[src/rtl/dtc_pkg.sv]
package dtc_pkg;

    localparam int VA_W       = 64;
    localparam int PA_W       = 44;
    localparam int PAGE_SHIFT = 13;
    localparam int MODE_W     = 2;
    localparam int NUM_MODES  = 1 << MODE_W;

    typedef enum logic [2:0] {
        FLT_NONE     = 3'd0,
        FLT_ALIGN    = 3'd1,
        FLT_ACV      = 3'd2,
        FLT_PAGE     = 3'd3,
        FLT_MISS     = 3'd4,
        FLT_PTE_MISS = 3'd5,
        FLT_MCHK     = 3'd6,
        FLT_UNIMP    = 3'd7
    } fault_e;

    typedef enum logic [1:0] {
        PM_KERNEL = 2'd0,
        PM_EXEC   = 2'd1,
        PM_SUPER  = 2'd2,
        PM_USER   = 2'd3
    } pmode_e;

    // Packed MSB first: miss is bit 5, wr is bit 0
    typedef struct packed {
        logic miss;
        logic fonw;
        logic fonr;
        logic bad_va;
        logic acv;
        logic wr;
    } mmstat_t;

    typedef struct packed {
        fault_e  fault;
        mmstat_t stat;
    } verdict_t;

    function automatic mmstat_t stat_clear();
        mmstat_t s;
        s = '0;
        return s;
    endfunction

    function automatic logic misaligned(input logic [2:0] lo, input logic [1:0] size_lg2);
        logic [3:0] m;
        m = (4'd1 << size_lg2) - 4'd1;
        return |(lo & m[2:0]);
    endfunction

endpackage

[src/rtl/dtc_mode_sel.sv]
module dtc_mode_sel
    import dtc_pkg::*;
(
    input  logic   pc_lsb,
    input  logic   use_alt,
    input  pmode_e cur_mode,
    input  pmode_e alt_mode,
    output pmode_e eff_mode
);

    always_comb begin
        if (pc_lsb) begin
            eff_mode = use_alt ? alt_mode : PM_KERNEL;
        end else begin
            eff_mode = cur_mode;
        end
    end

endmodule

[src/rtl/dtc_va_map.sv]
module dtc_va_map #(
    parameter int VA_W     = 64,
    parameter int PA_W     = 44,
    parameter int SIGN_BIT = 42,
    parameter int SP_HI    = 47,
    parameter int SP_LO    = 41,
    parameter int SP_TAG   = 7'h7e,
    parameter int EXT_BIT  = 40
) (
    input  logic [VA_W-1:0] va,
    output logic            va_canon,
    output logic            in_super,
    output logic [PA_W-1:0] super_pa
);

    localparam int EXT_N = VA_W - SIGN_BIT;   // bits SIGN_BIT..VA_W-1
    localparam int SP_N  = SP_HI - SP_LO + 1;
    localparam int TOP_N = PA_W - EXT_BIT;    // bits forced by the extension rule

    logic [EXT_N-1:0] upper;
    logic [PA_W-1:0]  base;

    assign upper    = va[VA_W-1:SIGN_BIT];
    assign va_canon = (upper == '0) || (upper == '1);
    assign in_super = (va[SP_HI:SP_LO] == SP_N'(SP_TAG));
    assign base     = va[PA_W-1:0];

    always_comb begin
        super_pa = base;
        if (base[EXT_BIT]) begin
            super_pa[PA_W-1:EXT_BIT] = '1;
        end else begin
            super_pa[PA_W-1:EXT_BIT] = '0;
        end
    end

    // the forced top field is uniform and tracks the extension bit
    always_comb begin
        if (in_super) begin
            sp_ext_chk: assert (super_pa[PA_W-1:EXT_BIT] == {TOP_N{base[EXT_BIT]}});
        end
    end

endmodule

[src/rtl/dtc_perm.sv]
module dtc_perm
    import dtc_pkg::*;
#(
    parameter int NMODES = 4
) (
    input  logic              is_write,
    input  pmode_e            mode,
    input  logic [NMODES-1:0] rd_en,
    input  logic [NMODES-1:0] wr_en,
    input  logic              fonr,
    input  logic              fonw,
    output verdict_t          verdict
);

    logic allowed;

    // one enable per mode, picked from the mask of the access's direction
    generate
        if (NMODES == 1) begin : g_single
            assign allowed = is_write ? wr_en[0] : rd_en[0];
        end else begin : g_multi
            assign allowed = is_write ? wr_en[mode] : rd_en[mode];
        end
    endgenerate

    always_comb begin
        verdict.fault = FLT_NONE;
        verdict.stat  = stat_clear();
        if (is_write) begin
            if (!allowed) begin
                verdict.fault     = FLT_PAGE;
                verdict.stat.wr   = 1'b1;
                verdict.stat.acv  = 1'b1;
                verdict.stat.fonw = fonw;
            end else if (fonw) begin
                verdict.fault     = FLT_PAGE;
                verdict.stat.wr   = 1'b1;
                verdict.stat.fonw = 1'b1;
            end
        end else begin
            if (!allowed) begin
                verdict.fault     = FLT_ACV;
                verdict.stat.acv  = 1'b1;
                verdict.stat.fonr = fonr;
            end else if (fonr) begin
                verdict.fault     = FLT_PAGE;
                verdict.stat.fonr = 1'b1;
            end
        end
    end

    // a load never flags fault-on-write, a store never flags fault-on-read
    always_comb begin
        dir_flag_chk: assert (!(is_write && verdict.stat.fonr) && !(!is_write && verdict.stat.fonw));
    end

endmodule

[src/rtl/dtc_pa_qual.sv]
module dtc_pa_qual
    import dtc_pkg::*;
#(
    parameter int VA_W   = 64,
    parameter int PA_W   = 44,
    parameter int CLR_HI = 42,
    parameter int CLR_LO = 35,
    parameter int IPR_LO = 20
) (
    input  logic [VA_W-1:0] cand,
    output fault_e          fault,
    output logic [PA_W-1:0] pa,
    output logic            uncached
);

    localparam int UC_BIT = PA_W - 1;

    logic [PA_W-1:0] clr_mask;

    generate
        for (genvar b = 0; b < PA_W; b++) begin : g_mask
            assign clr_mask[b] = (b >= CLR_LO) && (b <= CLR_HI);
        end
    endgenerate

    logic            out_of_range;
    logic            ipr_space;
    logic [PA_W-1:0] low;

    assign low          = cand[PA_W-1:0];
    assign out_of_range = |cand[VA_W-1:PA_W];
    assign ipr_space    = &low[PA_W-1:IPR_LO];

    always_comb begin
        fault    = FLT_NONE;
        pa       = '0;
        uncached = 1'b0;
        if (out_of_range) begin
            fault = FLT_MCHK;
        end else if (low[UC_BIT]) begin
            if (ipr_space) begin
                fault = FLT_UNIMP;
            end else begin
                uncached = 1'b1;
                pa       = low & ~clr_mask;
            end
        end else begin
            pa = low;
        end
    end

endmodule

[src/rtl/dtrans_check.sv]
module dtrans_check
    import dtc_pkg::*;
#(
    parameter int P_VA_W       = dtc_pkg::VA_W,
    parameter int P_PA_W       = dtc_pkg::PA_W,
    parameter int P_PAGE_SHIFT = dtc_pkg::PAGE_SHIFT,
    parameter int P_NMODES     = dtc_pkg::NUM_MODES
) (
    input  logic                             clk,
    input  logic                             rst,
    input  logic                             req_valid,
    input  logic [63:0]                      req_va,
    input  logic [1:0]                       req_size_lg2,
    input  logic                             req_write,
    input  logic                             req_phys,
    input  logic                             req_alt,
    input  logic                             req_vpte,
    input  logic                             pc_lsb,
    input  logic [1:0]                       cur_mode,
    input  logic [1:0]                       alt_mode,
    input  logic                             tlb_hit,
    input  logic [30:0]                      tlb_ppn,
    input  logic [3:0]                       tlb_rd_en,
    input  logic [3:0]                       tlb_wr_en,
    input  logic                             tlb_fonr,
    input  logic                             tlb_fonw,
    output logic                             rsp_valid,
    output logic [43:0]                      rsp_pa,
    output logic                             rsp_uncached,
    output logic [2:0]                       rsp_fault,
    output logic [5:0]                       rsp_stat
);

    localparam int PPN_W  = P_PA_W - P_PAGE_SHIFT;
    localparam int CLR_HI = P_PA_W - 2;
    localparam int CLR_LO = P_PA_W - 9;

    pmode_e   eff_mode;
    logic     va_canon;
    logic     in_super;
    logic [P_PA_W-1:0] super_pa;
    logic [P_PA_W-1:0] hit_pa;
    verdict_t perm_v;
    fault_e   qual_fault;
    logic [P_PA_W-1:0] qual_pa;
    logic     qual_unc;
    logic [P_VA_W-1:0] cand;
    logic     use_qual;
    logic     bad_align;

    fault_e            nxt_fault;
    mmstat_t           nxt_stat;
    logic [P_PA_W-1:0] nxt_pa;
    logic              nxt_unc;

    dtc_mode_sel u_mode (
        .pc_lsb   (pc_lsb),
        .use_alt  (req_alt),
        .cur_mode (pmode_e'(cur_mode)),
        .alt_mode (pmode_e'(alt_mode)),
        .eff_mode (eff_mode)
    );

    dtc_va_map #(
        .VA_W (P_VA_W),
        .PA_W (P_PA_W)
    ) u_vamap (
        .va       (req_va),
        .va_canon (va_canon),
        .in_super (in_super),
        .super_pa (super_pa)
    );

    dtc_perm #(
        .NMODES (P_NMODES)
    ) u_perm (
        .is_write (req_write),
        .mode     (eff_mode),
        .rd_en    (tlb_rd_en),
        .wr_en    (tlb_wr_en),
        .fonr     (tlb_fonr),
        .fonw     (tlb_fonw),
        .verdict  (perm_v)
    );

    dtc_pa_qual #(
        .VA_W   (P_VA_W),
        .PA_W   (P_PA_W),
        .CLR_HI (CLR_HI),
        .CLR_LO (CLR_LO)
    ) u_qual (
        .cand     (cand),
        .fault    (qual_fault),
        .pa       (qual_pa),
        .uncached (qual_unc)
    );

    assign hit_pa    = {tlb_ppn[PPN_W-1:0], req_va[P_PAGE_SHIFT-1:0]};
    assign bad_align = misaligned(req_va[2:0], req_size_lg2);

    // fixed priority: alignment, path select, miss, permissions, PA qualification
    always_comb begin
        nxt_fault = FLT_NONE;
        nxt_stat  = stat_clear();
        use_qual  = 1'b0;
        cand      = '0;
        if (bad_align) begin
            nxt_fault   = FLT_ALIGN;
            nxt_stat.wr = req_write;
        end else if (req_phys) begin
            use_qual = 1'b1;
            cand     = req_va;
        end else if (!va_canon) begin
            nxt_fault       = FLT_PAGE;
            nxt_stat.wr     = req_write;
            nxt_stat.acv    = 1'b1;
            nxt_stat.bad_va = 1'b1;
        end else if (in_super) begin
            if (pmode_e'(cur_mode) != PM_KERNEL) begin
                nxt_fault    = FLT_ACV;
                nxt_stat.wr  = req_write;
                nxt_stat.acv = 1'b1;
            end else begin
                use_qual = 1'b1;
                cand     = P_VA_W'(super_pa);
            end
        end else if (!tlb_hit) begin
            nxt_fault     = req_vpte ? FLT_PTE_MISS : FLT_MISS;
            nxt_stat.wr   = req_write;
            nxt_stat.miss = 1'b1;
        end else if (perm_v.fault != FLT_NONE) begin
            nxt_fault = perm_v.fault;
            nxt_stat  = perm_v.stat;
        end else begin
            use_qual = 1'b1;
            cand     = P_VA_W'(hit_pa);
        end

        nxt_pa  = '0;
        nxt_unc = 1'b0;
        if (use_qual) begin
            nxt_fault = qual_fault;
            nxt_pa    = qual_pa;
            nxt_unc   = qual_unc;
        end
    end

    always_ff @(posedge clk) begin
        if (rst) begin
            rsp_valid    <= 1'b0;
            rsp_pa       <= '0;
            rsp_uncached <= 1'b0;
            rsp_fault    <= '0;
            rsp_stat     <= '0;
        end else begin
            rsp_valid <= req_valid;
            if (req_valid) begin
                rsp_pa       <= nxt_pa;
                rsp_uncached <= nxt_unc;
                rsp_fault    <= nxt_fault;
                rsp_stat     <= nxt_stat;
            end
        end
    end


    rsp_follow_chk: assert property (@(posedge clk) disable iff (rst)
        req_valid |=> rsp_valid);


    align_first_chk: assert property (@(posedge clk) disable iff (rst)
        (req_valid && bad_align) |=> (rsp_fault == FLT_ALIGN));


    pa_zero_on_fault_chk: assert property (@(posedge clk) disable iff (rst)
        (rsp_valid && rsp_fault != FLT_NONE) |-> (rsp_pa == '0 && !rsp_uncached));


    uc_field_clear_chk: assert property (@(posedge clk) disable iff (rst)
        (rsp_valid && rsp_uncached) |-> (rsp_pa[CLR_HI:CLR_LO] == '0 && rsp_pa[P_PA_W-1]));


    miss_flag_chk: assert property (@(posedge clk) disable iff (rst)
        rsp_valid |-> (rsp_stat[5] == (rsp_fault == FLT_MISS || rsp_fault == FLT_PTE_MISS)));


    fon_exclusive_chk: assert property (@(posedge clk) disable iff (rst)
        rsp_valid |-> !(rsp_stat[3] && rsp_stat[4]));

endmodule

[config.mk]
export PLATFORM = sky130hd
export DESIGN_NAME = dtrans_check
export DESIGN_NICKNAME = d
export VERILOG_FILES = /design/src/rtl/dtc_pkg.sv /design/src/rtl/dtc_mode_sel.sv /design/src/rtl/dtc_va_map.sv /design/src/rtl/dtc_perm.sv /design/src/rtl/dtc_pa_qual.sv /design/src/rtl/dtrans_check.sv
export SDC_FILE = /design/constraint.sdc
export NUM_CORES = 1
export LEC_CHECK = 0
export CAP_MARGIN = 10
export CORE_MARGIN = 1.5
export CORE_UTILIZATION = 30
export DETAILED_ROUTE_END_ITERATION = 10
export PLACE_DENSITY = 0.7
export SLEW_MARGIN = 20
export SYNTH_ARGS = -nofsm -noshare
export SYNTH_HDL_FRONTEND = slang
export SYNTH_SLANG_ARGS = --single-unit
[constraint.sdc]
create_clock -name clk -period 3.2 [get_ports clk]
set_input_delay 0.96 -clock clk [delete_from_list [all_inputs] [get_ports clk]]
set_output_delay 0.96 -clock clk [all_outputs]
set_load 0.02 [all_outputs]
### After elaboration in Yosys (flattened, before gate mapping)

Index checks and enable logic that the tools add are counted.

| storage, ports and cells | value |
|---|---|
| flip-flop bits (word level) | 55 |
| input port bits | 120 |
| output and inout port bits | 55 |
| word-level logic and storage cells | 91 |

| cells by class | value |
|---|---|
| add/sub/neg operators | 1 |
| $lt $le $gt $ge | 1 |
| equality and inequality tests | 2 |
| shifts and indexed selects | 1 |
| muxes and demuxes | 73 |
| bitwise gates (word level) | 1 |
| reduce and logical (&&, ||, !) cells | 7 |

Operators by type and width:

| cell | number |
|---|---|
| 2-to-1 mux 44 bit | 7 |
| 2-to-1 mux 64 bit | 4 |
| 2-to-1 mux 3 bit | 14 |
| 2-to-1 mux 6 bit | 6 |
| 2-to-1 mux 1 bit | 27 |
| AND reduction 24 bit | 1 |
| == test 22 bit (second input constant) | 1 |
| zero test 22 bit | 1 |
| OR reduction 20 bit | 1 |
| 2-to-1 mux 2 bit | 8 |
| 2-to-1 mux 4 bit | 3 |
| 2-to-1 mux 5 bit | 2 |
| == test 7 bit (second input constant) | 1 |
| binary-select mux 1 bit (select 2 bit) | 2 |
| bitwise AND 3 bit | 1 |
| less-than comparator 2 x 3 -> 1 bit (second input constant) | 1 |
| nonzero test 3 bit | 1 |
| OR reduction 3 bit | 1 |
| left shift 1 x 2 -> 3 bit (first input constant) | 1 |
| subtractor 3 x 1 -> 3 bit (second input constant) | 1 |
| nonzero test 2 bit | 1 |
| logical OR 1 bit | 1 |

### Depth between registers and ports, before layout

| logic depth | value |
|---|---|
| depth in word-level cells | 19 |
| depth in mapped cells | 12 |
| depth with buffers taken out | 9 |

### Hierarchy

A second synthesis with hierarchy kept.

| second synthesis, totals | value |
|---|---|
| cells, all modules | 615 |
| area total of the unflattened synthesis | 4858.4 µm² |

Modules (own cells, without submodules):

| module | times used | cells each | area each (µm²) |
|---|---|---|---|
| dtrans_check | 1 | 402 | 3274.4 |
| dtc_pa_qual | 1 | 126 | 972.2 |
| dtc_va_map | 1 | 61 | 435.4 |
| dtc_perm | 1 | 20 | 148.9 |
| dtc_mode_sel | 1 | 6 | 27.5 |

### Least setup slack after synthesis

OpenSTA, ideal clock, no wires.

| path | value |
|---|---|
| kind | input-to-reg |
| start | input port req_va[47] |
| end | register rsp_pa[10] |
| arrival | 3.255 ns |
| setup slack | -0.173 ns |
| stages on the path | 11 |
| path buffers | 2 |
| cells stage by stage | nor4_1 nand3_1 o2bb2a_2 buf_6 o21ai_4 a21oi_1 or2_1 a2111oi_2 nand3_4 buf_6 a32o_1 |

| on the way | value |
|---|---|
| word-level cells in the longest chain between the ends | 10 |
| elaborated cells between the ends (all ways) | 18 |
| those cells by class | 2 x eq/ne; 12 x mux; 4 x reduce/logical |

Ends and longest elaborated chain:

| item | RTL line | source |
|---|---|---|
| start: declaration | dtrans_check.sv:12 | `input logic [63:0] req_va,` |
| == test 22 bit, or another cell as far along | dtc_va_map.sv:24 | `assign va_canon = (upper == '0) \|\| (upper == '1);` |
| logical OR 1 bit / 2-to-1 mux 64 bit (equally long branches) | dtc_va_map.sv:24, dtrans_check.sv:118 |  |
| 2-to-1 mux 64 bit | dtrans_check.sv:113 | `end else if (!va_canon) begin` |
| 2-to-1 mux 64 bit | dtrans_check.sv:110 | `end else if (req_phys) begin` |
| 2-to-1 mux 64 bit | dtrans_check.sv:107 | `if (bad_align) begin` |
| AND reduction 24 bit | dtc_pa_qual.sv:32 | `assign ipr_space = &low[PA_W-1:IPR_LO];` |
| 2-to-1 mux 44 bit | dtc_pa_qual.sv:41 | `if (ipr_space) begin` |
| 2-to-1 mux 44 bit | dtc_pa_qual.sv:40 | `end else if (low[UC_BIT]) begin` |
| 2-to-1 mux 44 bit | dtc_pa_qual.sv:38 | `if (out_of_range) begin` |
| 2-to-1 mux 44 bit * | dtrans_check.sv:141 | `if (use_qual) begin` |
| end signal: assignment | dtrans_check.sv:158 | `rsp_pa <= nxt_pa;` |
| end: declaration | dtrans_check.sv:28 | `output logic [43:0] rsp_pa,` |

Every way passes the cells marked *; elsewhere a longest branch is shown, timed or not.
A chain may end at the register's enable or synchronous reset.

### Worst setup path after layout

| path | value |
|---|---|
| start | input port req_va[48] |
| end | register rsp_pa[1] |

| on the way | value |
|---|---|
| word-level cells in the longest chain between the ends | 10 |
| elaborated cells between the ends (all ways) | 15 |
| those cells by class | 1 x eq/ne; 10 x mux; 4 x reduce/logical |

Ends and longest elaborated chain:

| item | RTL line |
|---|---|
| == test 22 bit / zero test 22 bit (equally long branches) | dtc_va_map.sv:24 |
| logical OR 1 bit | dtc_va_map.sv:24 |
| 2-to-1 mux 64 bit | dtrans_check.sv:113 |
| 2-to-1 mux 64 bit | dtrans_check.sv:110 |
| 2-to-1 mux 64 bit | dtrans_check.sv:107 |
| AND reduction 24 bit | dtc_pa_qual.sv:32 |
| 2-to-1 mux 44 bit | dtc_pa_qual.sv:41 |
| 2-to-1 mux 44 bit | dtc_pa_qual.sv:40 |
| 2-to-1 mux 44 bit | dtc_pa_qual.sv:38 |
| 2-to-1 mux 44 bit * | dtrans_check.sv:141 |

Marks and branches as above.

==> run_results.csv <==
group,metric,value,unit
route,ant_nets,0,
clocking,hold_buffers,0,
sta,finalWorstSetupSlack,-49.16,ps
logic_synthesis,ys_ff_latch,54,
power,total_power,1.660,mW
outcome,violations,"setup timing",
place,dp_cells,772,
global_route,grt_pass1_wl,21780,um
floorplanning,core,0.01046,sq mm
logic_synthesis,synth_top_area_share,0.3298,
cells_and_area,antenna_cells,0,
global_route,grt_pass1_vias,4371,
setup_path,crit_family,"simple AND/OR/NAND/NOR gates",
cells_and_area,design_area,0.006591,sq mm
setup_path,slowest_delay,330,ps
setup_path,endpoint_kind,"flip-flop",
clocking,cts_root_buf,"clkbuf_8",
power,p_int,1.155,mW
place,placed_area,0.005951,sq mm
power,power_density,251.8,mW/mm^2
setup_path,cp_slowest_cell,"nor4_2",
clocking,cts.path.max_buffers,2,
sta,tightest_slew,482.6,ps
place,hpwl,11150,um
setup_path,crit_fanout,6,
route,dr.pass1.iters,5,
place,gp_congestion,0.9128,
worst_hold_path,hold_class,"flip-flop to flip-flop",
setup_path,crit_chain,"buf_2 -> nor4_2 -> nand3_2 -> o2bb2ai_2 -> buf_6 -> nand4_1 -> a22o_1 -> nor4_2 -> and4b_1 -> nand3_4 -> buf_12 -> buf_12 -> a32o_1",
power,swShare,0.3044,
power,switchingPower,505.1,uW
sta,rsz0062_at_grt,"true",
logic_synthesis,synthArstFlopShare,0,
sta,finalSetupTns,-643.6,ps
clocking,clock_sinks,54,
setup_path,r2r_slack,2390,ps
sta,setup_violations,22,
cells_and_area,stdcell_count,803,
route,viasPerCell,5.476,
cells_and_area,mostFrequentLayoutCells,"clkdlybuf4s50_1, buf_4, dfxtp_1",
logic_synthesis,syn_area,0.003278,sq mm
route,drc_errors,0,
route,avgRoutedWirePerCell,17.54,um
clocking,cts_buffers,5,
sta,fmax,307.8,MHz
setup_path,cp.required,3420,ps
logic_synthesis,synth-main-ff-cell,"dfxtp_1",
logic_synthesis,synth_top_cell_by_area,"dfxtp_1",
floorplanning,ios,175,
global_route,grt_max_degree,27,
floorplanning,start_util,0.3133,
setup_path,cp_num_buf_inv,4,
power,ir_drop,0.1782,mV
place,port_buffers,174,
sta,fin_crit_sh,1.015,
route,vias,4397,
power,combPwrFrac,0.330,
logic_synthesis,synth_top_cells_by_area,"dfxtp_1, a32o_1, a22o_1",
sta,holdWs,475.5,ps
logic_synthesis,syn_inst,383,
cells_and_area,drive_gt1_frac,0.3463,
sta,period_needed,3249,ps
flow_run,drv_cap,0,
logic_synthesis,yosysWarnings,0,
setup_path,criticalPathCategory,"input port to flip-flop",
setup_path,start_kind,"input port",
global_route,grt-ovfl-total,0,
clocking,h-tree-depth,2,
cells_and_area,syn2layout_area_growth,101.1,%
clocking,cts_tree,"yes",
sta,clock-skew-final,0,ps
route,drtIter0Drc,186,
logic_synthesis,avgSynthCellArea,8.559,sq um
clocking,clk_pin_slew_worst_paths,110,ps
power,p_seq_frac,0.415,
route,totalWireLength,14090,um
logic_synthesis,yosysUniqueCellTypes,57,
global_route,antenna_found_initial,0,
logic_synthesis,yosysSeqAreaShare,0.3298,
setup_path,cp.arrival,3470,ps
global_route,grt.total_usage,0.2380,
sta,worst_slew_margin_rel,0.6773,
logic_synthesis,synth_edf_count,0,
floorplanning,rows,37,
cells_and_area,final_nets,786,
power,p_leak,2.594,nW
power,p_clk_frac,0.255,
logic_synthesis,syn_nets,503,
floorplanning,fp.dieArea,0.01156,sq mm
cells_and_area,final_common_cell,"clkdlybuf4s50_1",
clocking,worstSkewPairLatency,310,ps
sta,drv_slew,0,
floorplanning,die_x,107.5,um
floorplanning,die_h,107.5,um
sta,hold_violations,0,
outcome,status,"finished, violations left",
layer usage:
layer,up-vias,share of wire,global-route usage
li1,2110,-,-
met4,0,0.012,0.04417
met3,19,0.075,0.03935
met1,2075,0.41,0.2877
met2,193,0.51,0.4427
met5,-,0,0
area by class of cell:
| cell class | count | area [sq um] |
|---|---|---|
| well taps | 136 | 170.2 |
| fillers | 911 | 3871 |
| repair buffers | 302 | 2835 |
| clock inverters | 3 | 28.78 |
| inverters | 5 | 18.77 |
| multi-input cells | 298 | 2389 |
| flip-flops and latches | 54 | 1081 |
| clock buffers | 5 | 68.82 |
through the flow:
step	utilization	worst slack [ps]
after floorplan	-	-53.77
after global placement	0.5688	-757.9
after detailed placement	0.5688	-822.1
after CTS	0.6030	-24.78
after global routing	0.6300	-171.7
final	0.6300	-49.16
cell usage after synthesis, types with 4 or more instances:
master     n
dfxtp_1   54
a32o_1    37
nand2_1   34
nor2_1    31
a22o_1    26
a21oi_1   18
clkbuf_1  16
o21ai_0   16
nand4_1   15
nand3_1   14
a22oi_1   10
a32oi_1    7
nor4_1     7
inv_1      5
nor3_1     5
o21ai_1    5
a31o_2     4
a31oi_1    4
and2_1     4
and3_1     4
buf_2      4
buf_6      4
nand2b_1   4
o22ai_1    4
repair_timing:
| item | 4_1_cts | 5_1_grt |
|---|---|---|
| pin swaps | 44 | 32 |
| resized for setup | 179 | 64 |
| setup endpoints to repair | 47 | 46 |
| gates cloned | 2 | 1 |
| setup buffers | 13 | 11 |
cell families (layout without fill, tap and decap cells):
logic type | count (synthesis) | in the layout | synth area share
AO/OA/AOI/OAI | 154 | 154 | 0.3779
buffers and inverters | 31 | 315 | 0.04733
flip-flops | 54 | 54 | 0.3298
multiplexers | 4 | 4 | 0.01260
AND/OR/NAND/NOR | 140 | 140 | 0.2324
path summary, 6_finish.rpt:
kind,start,endpoint,cells after the start
setup / recovery,req_va[48],rsp_pa[1]$_SDFFE_PP0P_,13
hold / removal,rsp_stat[1]$_SDFFE_PP0P_,rsp_stat[1]$_SDFFE_PP0P_,2
setup reg to reg,rsp_fault[0]$_SDFFE_PP0P_,rsp_fault[0]$_SDFFE_PP0P_,3
hold reg to reg,rsp_stat[1]$_SDFFE_PP0P_,rsp_stat[1]$_SDFFE_PP0P_,2
power by group through the flow:
stage | logic, mW | clock network [mW] | registers [mW]
2_1_floorplan | 0.144 | 0 | 0.718
3_3_place_gp | 0.481 | 0 | 0.705
3_5_place_dp | 0.486 | 0 | 0.705
4_1_cts | 0.508 | 0.439 | 0.690
5_1_grt | 0.580 | 0.464 | 0.691
6_report | 0.547 | 0.424 | 0.689
flip-flops by register name (all words and copies together), names as in the netlist:
signal / count
rsp_valid: 1
rsp_pa: 44
rsp_fault: 3
rsp_stat: 6
worst reg2reg max path: cells and delay by family, from the launching register on:
| kind | cells | cell delay (ps) |
|---|---|---|
| flops | 1 | 320 |
| simple gates | 1 | 120 |
| compound gates | 2 | 250 |
(Power assumes the default switching activity.)
